File: src/rtl/frame_seq.sv
module frame_seq #(
  parameter int DW = 32,
  parameter int AW = 32
) (
  input  logic          clk,
  input  logic          rst_n,
  input  logic          start,
  input  logic [15:0]   ins_word,
  input  logic [15:0]   ext_word,
  input  logic          ext_valid,
  output logic [4:0]    rf_raddr,
  input  logic [DW-1:0] rf_rdata,
  output logic          rf_we,
  output logic [4:0]    rf_waddr,
  output logic [DW-1:0] rf_wdata,
  output logic          mem_req,
  output logic          mem_we,
  output logic [AW-1:0] mem_addr,
  output logic [DW-1:0] mem_wdata,
  input  logic          mem_ack,
  input  logic [DW-1:0] mem_rdata,
  output logic          done,
  output logic          err
);
  localparam int NSLOT = 18;
  localparam int SW = $clog2(NSLOT);
  localparam int NARG = 4;
  localparam logic [4:0] SP_REG = 5'd29;

  typedef enum logic [2:0] {S_IDLE, S_SP, S_ISS, S_WAIT, S_SPW, S_FIN} st_t;

  st_t st;
  logic          save_q;
  logic [2:0]    msk_q, xs_q;
  logic [3:0]    ar_q;
  logic [10:0]   fsz_q;
  logic [AW-1:0] sp_q, run_q;
  logic [NSLOT-1:0] pend_q;
  logic [SW-1:0] slot;

  function automatic logic [2:0] arg_cnt(input logic [3:0] a);
    case (a)
      4'd4, 4'd5, 4'd6, 4'd7: arg_cnt = 3'd1;
      4'd8, 4'd9, 4'd10:      arg_cnt = 3'd2;
      4'd12, 4'd13:           arg_cnt = 3'd3;
      4'd14:                  arg_cnt = 3'd4;
      default:                arg_cnt = 3'd0;
    endcase
  endfunction

  function automatic logic [2:0] stat_cnt(input logic [3:0] a);
    case (a)
      4'd1, 4'd5, 4'd9, 4'd13: stat_cnt = 3'd1;
      4'd2, 4'd6, 4'd10:       stat_cnt = 3'd2;
      4'd3, 4'd7:              stat_cnt = 3'd3;
      4'd11:                   stat_cnt = 3'd4;
      default:                 stat_cnt = 3'd0;
    endcase
  endfunction

  function automatic logic [4:0] slot_reg(input logic [SW-1:0] s);
    if (s < SW'(4))       slot_reg = 5'd4 + 5'(s);
    else if (s == SW'(4)) slot_reg = 5'd31;
    else if (s == SW'(5)) slot_reg = 5'd30;
    else if (s < SW'(12)) slot_reg = 5'd29 - 5'(s);
    else if (s < SW'(14)) slot_reg = 5'd29 - 5'(s);
    else                  slot_reg = 5'd21 - 5'(s);
  endfunction

  function automatic logic [NSLOT-1:0] build_mask(input logic sv, input logic [2:0] m,
                                                  input logic [2:0] x, input logic [3:0] a);
    logic [NSLOT-1:0] r;
    r = '0;
    for (int i = 0; i < NARG; i++) begin
      r[i]      = sv && (i < 32'(arg_cnt(a)));
      r[14 + i] = i < 32'(stat_cnt(a));
    end
    r[4] = m[2];
    for (int i = 5; i < 12; i++) r[i] = (i >= 12 - 32'(x));
    r[12] = m[0];
    r[13] = m[1];
    return r;
  endfunction

  wire [2:0]  xs_d = ext_valid ? ext_word[10:8] : 3'd0;
  wire [3:0]  ar_d = ext_valid ? ext_word[3:0] : 4'd0;
  wire [7:0]  fs_units = ext_valid ? {ext_word[7:4], ins_word[3:0]} :
                         (ins_word[3:0] == 4'd0) ? 8'd16 : {4'd0, ins_word[3:0]};

  always_comb begin
    slot = '0;
    for (int i = NSLOT - 1; i >= 0; i--)
      if (pend_q[i]) slot = SW'(i);
  end

  wire           arg_slot = slot < SW'(NARG);
  wire [AW-1:0]  addr_w   = arg_slot ? sp_q + (AW'(slot) << 2) : run_q - AW'(4);
  wire [4:0]     cur_reg  = slot_reg(slot);
  wire [AW-1:0]  sp_new   = save_q ? sp_q - AW'(fsz_q) : sp_q + AW'(fsz_q);

  assign rf_raddr  = (st == S_SP) ? SP_REG : cur_reg;
  assign mem_req   = (st == S_ISS) && (|pend_q);
  assign mem_we    = save_q;
  assign mem_addr  = {addr_w[AW-1:2], 2'b00};
  assign mem_wdata = rf_rdata;
  assign rf_we     = (st == S_SPW) || (st == S_WAIT && mem_ack && !save_q);
  assign rf_waddr  = (st == S_SPW) ? SP_REG : cur_reg;
  assign rf_wdata  = (st == S_SPW) ? sp_new : mem_rdata;
  assign done      = st == S_FIN;
  assign err       = done && (ar_q == 4'hF);

  always_ff @(posedge clk or negedge rst_n) begin
    if (!rst_n) begin
      st     <= S_IDLE;
      save_q <= 1'b0;
      msk_q  <= '0;
      xs_q   <= '0;
      ar_q   <= '0;
      fsz_q  <= '0;
      sp_q   <= '0;
      run_q  <= '0;
      pend_q <= '0;
    end else begin
      case (st)
        S_IDLE: if (start) begin
          save_q <= ins_word[7];
          msk_q  <= ins_word[6:4];
          xs_q   <= xs_d;
          ar_q   <= ar_d;
          fsz_q  <= {fs_units, 3'b000};
          st     <= S_SP;
        end
        S_SP: begin
          sp_q   <= rf_rdata;
          run_q  <= save_q ? rf_rdata : rf_rdata + AW'(fsz_q);
          pend_q <= build_mask(save_q, msk_q, xs_q, ar_q);
          st     <= (ar_q == 4'hF) ? S_FIN : S_ISS;
        end
        S_ISS: st <= (|pend_q) ? S_WAIT : S_SPW;
        S_WAIT: if (mem_ack) begin
          pend_q[slot] <= 1'b0;
          if (!arg_slot) run_q <= run_q - AW'(4);
          st <= S_ISS;
        end
        S_SPW: st <= S_FIN;
        default: st <= S_IDLE;
      endcase
    end
  end

  AST_ONE_OUTSTANDING: assert property (@(posedge clk) disable iff (!rst_n)
    mem_req |=> !mem_req);
  AST_DONE_PULSE: assert property (@(posedge clk) disable iff (!rst_n)
    done |=> !done);
  AST_SP_THEN_DONE: assert property (@(posedge clk) disable iff (!rst_n)
    (done && !err) |-> $past(rf_we && rf_waddr == SP_REG));
  AST_BAD_CODE_SILENT: assert property (@(posedge clk) disable iff (!rst_n)
    (st == S_SP && ar_q == 4'hF) |=> (done && err && !mem_req && !rf_we));
  AST_LOAD_ON_RESP: assert property (@(posedge clk) disable iff (!rst_n)
    (rf_we && rf_waddr != SP_REG) |-> (mem_ack && !mem_we));
  AST_START_IGNORED: assert property (@(posedge clk) disable iff (!rst_n)
    (st != S_IDLE && start) |=> $stable(ar_q) && $stable(save_q));
endmodule

File: config.mk
export PLATFORM = sky130hd
export DESIGN_NAME = frame_seq
export DESIGN_NICKNAME = d
export VERILOG_FILES = /design/src/rtl/frame_seq.sv
export SDC_FILE = /design/constraint.sdc
export NUM_CORES = 1
export LEC_CHECK = 0
export ABC_AREA = 0
export BUFFER_PORTS_ARGS = -buffer_cell sky130_fd_sc_hd__buf_4
export CORE_ASPECT_RATIO = 1.25
export CORE_MARGIN = 2
export CORE_UTILIZATION = 45
export DETAILED_ROUTE_END_ITERATION = 7
export GPL_TIMING_DRIVEN = 0
export PLACE_DENSITY = 0.8
export SETUP_SLACK_MARGIN = 0.1
export SLEW_MARGIN = 25
export SYNTH_ARGS = -nofsm -noshare
export SYNTH_HDL_FRONTEND = slang
export SYNTH_SLANG_ARGS = --single-unit
File: constraint.sdc
create_clock -name clk -period 4.5 [get_ports clk]
set_clock_uncertainty 0.05 [all_clocks]
set_input_delay 0.9 -clock clk [delete_from_list [all_inputs] [get_ports clk]]
set_output_delay 0.9 -clock clk [all_outputs]
set_load 0.005 [all_outputs]
Yosys cells after proc, flatten, opt, wreduce, memory -nomap -nowiden --
Memories as Yosys holds them, arrays and structs flattened. Cells that the tools add are included. Widths: inputs -> output; s select.
Cells by class: $add $sub $neg 9, order comparisons 20, eq/ne operators 11, muxes and demuxes 53, bitwise gates (word level) 2, reduce and logical (&&, ||, !) cells 19
Operators by type and width (count):
- $mux 32 | 6
- $mux 5 | 26
- $ge 4x32->1 const A | 4
- $ge 3x32->1 const A | 3
- $add 32x11->32 | 2
- $pmux 32 s2 | 1
- $mux 3 | 13
- $pmux 18 s2 | 1
- $add 32x7->32 | 1
- $sub 32x11->32 | 1
- $sub 32x3->32 const B | 1
- $and 18x18->18 | 1
- $mux 18 | 1
- $not 18->18 | 1
- $reduce_or 18->1 | 1
- $pmux 3 s5 | 1
- $lt 1x3->1 const A | 4
- $lt 2x3->1 const A | 4
- $eq 5x3->1 const B | 2
- $lt 5x4->1 const B | 2
- $sub 5x5->5 const A | 2
- $logic_and 1x1->1 | 9
- $mux 8 | 1
- $eq 3x2->1 const B | 2
- 19 further kinds | 24
Storage, ports and cells: register bits 104, bits in read-only memories 384, input bits 101, output and inout port bits 111, memories kept 8
Memory list:
- (name not given) | words 16, width 3, rd ports 1, clocked after memory_dff 0, wr ports 0, line 42 | case (a)
- (name not given) | words 16, width 3, rd ports 1, clocked after memory_dff 0, wr ports 0, line 52 | case (a)
- (name not given) | words 16, width 3, rd ports 1, clocked after memory_dff 0, wr ports 0, line 42
- (name not given) | words 16, width 3, rd ports 1, clocked after memory_dff 0, wr ports 0, line 52
- (name not given) | words 16, width 3, rd ports 1, clocked after memory_dff 0, wr ports 0, line 42
- (name not given) | words 16, width 3, rd ports 1, clocked after memory_dff 0, wr ports 0, line 52
- 2 more memories

Longest topological paths before layout --
word-level depth 26, mapped depth 18, depth with buffers taken out 17

Least setup slack after synthesis --
OpenSTA, ideal clock, no wires.
kind flip-flop to output port, from register pend_q[17], to output mem_addr[26], data arrival time 3.370 ns, setup slack 0.180 ns, stages on the path, launching flop included 19, path buffers 1, cells stage by stage dfrtp_1 > nor2b_1 > o21bai_1 > a21oi_1 > o22ai_1 > o41a_1 > buf_2 > clkinv_1 > ha_1 > inv_1 > fa_1 > nor2b_1 > o21a_1 > o21ai_0 > a211oi_1 > nand3_1 > nor2_1 > xnor2_1 > a21oi_1
On the way: cells in the longest elaborated chain, start to end 20, elaborated cells between the ends (all ways) 21, classes of those cells add/sub: 1; order compare: 1; mux: 19
Ends and longest elaborated chain:
- start, declared | line 38 | logic [NSLOT-1:0] pend_q;
- start signal, assigned | line 136 | pend_q <= build_mask(save_q, msk_q, xs_q, ar_q);
- $mux 5 (*) (18 in series) | line 93 | if (pend_q[i]) slot = SW'(i);
- $add 32x7->32 / $lt 5x3->1 (equally long branches) | line 97, 96
- $mux 32 (*) | line 97 | wire [AW-1:0] addr_w = arg_slot ? sp_q + (AW'(slot) << 2) : run_q - AW'(4);
- end, declared | line 18 | output logic [AW-1:0] mem_addr,
Mark *: on every way between the ends. The rest lies on a longest branch, timed or not.

Final worst setup path --
from register pend_q[16], to output mem_addr[30]
On the way: cells in the longest elaborated chain, start to end 19, elaborated cells between the ends (all ways) 20, classes of those cells add/sub: 1; order compare: 1; mux: 18
Ends and longest elaborated chain (line):
- $mux 5 (*) (17 in series) | 93
- $add 32x7->32 / $lt 5x3->1 (equally long branches) | 97, 96
- $mux 32 (*) | 97
Marked as above.

==> results.md <==
* Die Ht at ~170 um
* Worst hold path class: reg -> reg
* Final min period at slightly below 5 ns
* Asr flop ratio synth at 1.000
* Number of flops mapped to enable cells by yosys at 0
* Die width at about 140 um
* Total power at between 0.01 and 0.015 W
* CP startpoint: pend_q[16]
* Pin count of the biggest net entering global routing at 103
* Pins Over Slew Limit at 0
* Ports at around 210
* Synth Flop Type: dfrtp_1
* Vias in the first global route at ~11000
* Most frequent cell after synthesis: nand2_1
* Routed len/inst at around 21 um
* DP Area at about 12000 um2
* Nets at around 1700
* Initial core utilization at 0.4537
* Synth Area in Compound Gates at 0.2222
* Diodes inserted at 0
* Hold path start: msk_q[1]
* Sequential area share after synthesis at 0.2639
* Post-Synth Adder-Cell Area at 0.07735
* Num rows at 60
* Failing checks: setup timing
* CTS tree: built
* Number of hold buffers added after cts at 0
* Synth warn at 0
* Relative slew margins at 0.3227
* Final WL at about 40000 um
* Setup TNS Final at -5.495 ns
* Synthesized area at a little under 10000 um2
* Synthesized area per cell at between 7 and 8 um2
* Max cap viols at 0
* Leak Pwr at roughly 6 nW
* Critical path required time at ~3.6 ns
* Pre-CTS setup slack at -0.9293 ns
* DRT antenna net count at 0
* Synth top area share at 0.2639
* Status: finished, violations left
* Vias per cell at ~6.2
* CTS sink cnt at between 100 and 150
* Routability cong. at between 0.9 and 1
* GRT overflow at 0
* Latest clock arrival within the worst-skew pair at 0.37 ns
* Layout cells sized above 1 at 0.3174
* Crit. End Element: primary output
* Critical setup path kind: reg -> out
* Residual DRC at 0
* Placed cell count at roughly 1800
* Largest family of logic cells by synthesized area: simple AND/OR/NAND/NOR gates
* Flops & latches, synth at just over 100
* Simple-gate share of the synthesized area at 0.2595
* Cell taking the most area after synthesis: dfrtp_1
* RR Startpoint: st[0]
* H-tree levels at 3
* Worst Max-Slew Pin Slew at just over 1 ns
* Crit path arrival time at slightly below 4 ns
* Post-synth top cells: nand2_1 (274), o21ai_0 (133), dfrtp_1 (102)
* Crit share post-route at 1.079
* Clock tree buffer depth at 2
* Non-filler cells, final at 1873
* Final non-filler cell area at 13460 um2
* Mux cell area share after synthesis at 0.02173
* Core Region at ~21000 um2
* Synth area leaders: dfrtp_1 (26%), nand2_1 (11%), ha_1 (7.1%)
* Die area at around 23000 um2
* Vias at ~12000
* DP HPWL at between 20000 and 30000 um
* Startpoint types: flop
* Yosys cell types at 79
* Final setup viols at 36
* Clk pin slew, worst setup/hold paths at 0.08 ns
* First-pass iteration count of the detailed router at 6
* Initial antenna violation count at 1
* Fmax at 0.2060 GHz
* First-pass GRT wire length at 58530 um
* PD cells at 937.0 nW/um2
* CTS root buffer: clkbuf_16
* GRT Total Usage at 0.3298
* Endpoints failing hold at 0
* Setup ws final at -0.3551 ns
* Worst-path maximum fanout at 4
* I/O Buffers at a little under 200
* Synthesized instance count at roughly 1300
* RSZ-0062 raised after global routing: true
* Synth-to-Final Area Change at 39.14%
* Max rail drop VDD at around 0.53 mV
* Num CTS Buffers at 9
* Post-Synth XOR/XNOR Area at 0.08602
* Drt first-iter violations at ~1300
state kept, by name, indices dropped and copies added (netlist names):
name and cells:
st 3, ar_q 4, xs_q 3, pend_q 18
mem_we 1, msk_q 3, fsz_q 8, sp_q 32
run_q 30
cell type report:
class / count / area [um2]
inverters: 42 / 171.4
flip-flops and latches: 102 / 2564
well taps: 279 / 349.1
multi-input cells: 1072 / 7475
repair buffers: 266 / 2072
clock inverters: 7 / 78.83
fillers: 1770 / 7861
clock buffers: 9 / 225.2
plain buffers: 96 / 524.3
what timing repair did:
action | CTS | global route
endpoints found under the setup margin | 51 | 50
pin swaps | 76 | 61
resized for setup | 180 | 85
endpoints found under the hold margin | 0 | 0
setup buffers | 65 | 17
final timing paths:
check,end,slack (ns),cells past startpoint
worst max-delay path,mem_addr[30],-0.36,20
worst min-delay path,pend_q[13],0.42,2
worst max register to register,run_q[21],1.04,9
worst min register to register,pend_q[13],0.42,2
max in group asynchronous,fsz_q[4],3.16,1
min in group asynchronous,msk_q[1],0.59,1
kinds of logic after synthesis:
family / Yosys count
AOI/OAI and AO/OA: 350
muxes: 20
and+or+nand+nor: 547
buffers and inverters: 139
other: 1
adders and majority gates: 58
DFF: 102
xor gates and xnor gates: 95
power breakdown:
part           leakage (nW)  switching, W  total (W)  internal [W]
sequential             1.25      0.000664    0.00203       0.00137
combinational          4.54       0.00561    0.00973       0.00412
clock                 0.150      0.000413   0.000853      0.000441
total                  5.94       0.00669     0.0126       0.00593
critical path, cell delays in order (launching register included):
cell and delay, ns:
dfrtp_1 0.41, nor2b_2 0.17, o21bai_4 0.08, a21oi_2 0.15, o22ai_2 0.09, o41a_1 0.33
buf_6 0.14, clkinv_8 0.05, ha_4 0.13, inv_2 0.04, fa_2 0.36, nor2b_1 0.16
o21a_1 0.20, o21ai_4 0.10, a211oi_4 0.32, buf_6 0.15, nand3_4 0.13, nor2_4 0.14
xnor2_2 0.12, mux2i_1 0.09, buf_4 0.17
through the flow:
stage,hold slack (ns),utilization
final,0.4233,0.6313
after global routing,0.4475,0.6313
after CTS,0.4293,0.6079
after detailed placement,0.4111,0.5394
after global placement,0.4060,0.5393
after floorplan,0.3831,-
metal layers:
metal,track usage,vias up,routed length [um],part of all wire
met2,0.5502,863,18700,0.47
met4,0.1975,0,2923,0.074
met5,0,-,0,0
met3,0.05029,249,3783,0.095
met1,0.4001,5365,14320,0.36
li1,-,5152,-,-
placed cells by master (no fill, tap or decap), types with 37 or more instances in the layout:
cell	netlist	routed
xnor2_1	53	42
dfrtp_1	102	93
buf_4	35	285
nand2_1	274	269
nor3_1	46	37
clkbuf_1	53	49
nor2_1	82	65
a21oi_1	79	57
ha_1	55	44
o21ai_0	133	105
Note: power is estimated with default switching activity, not from simulation.
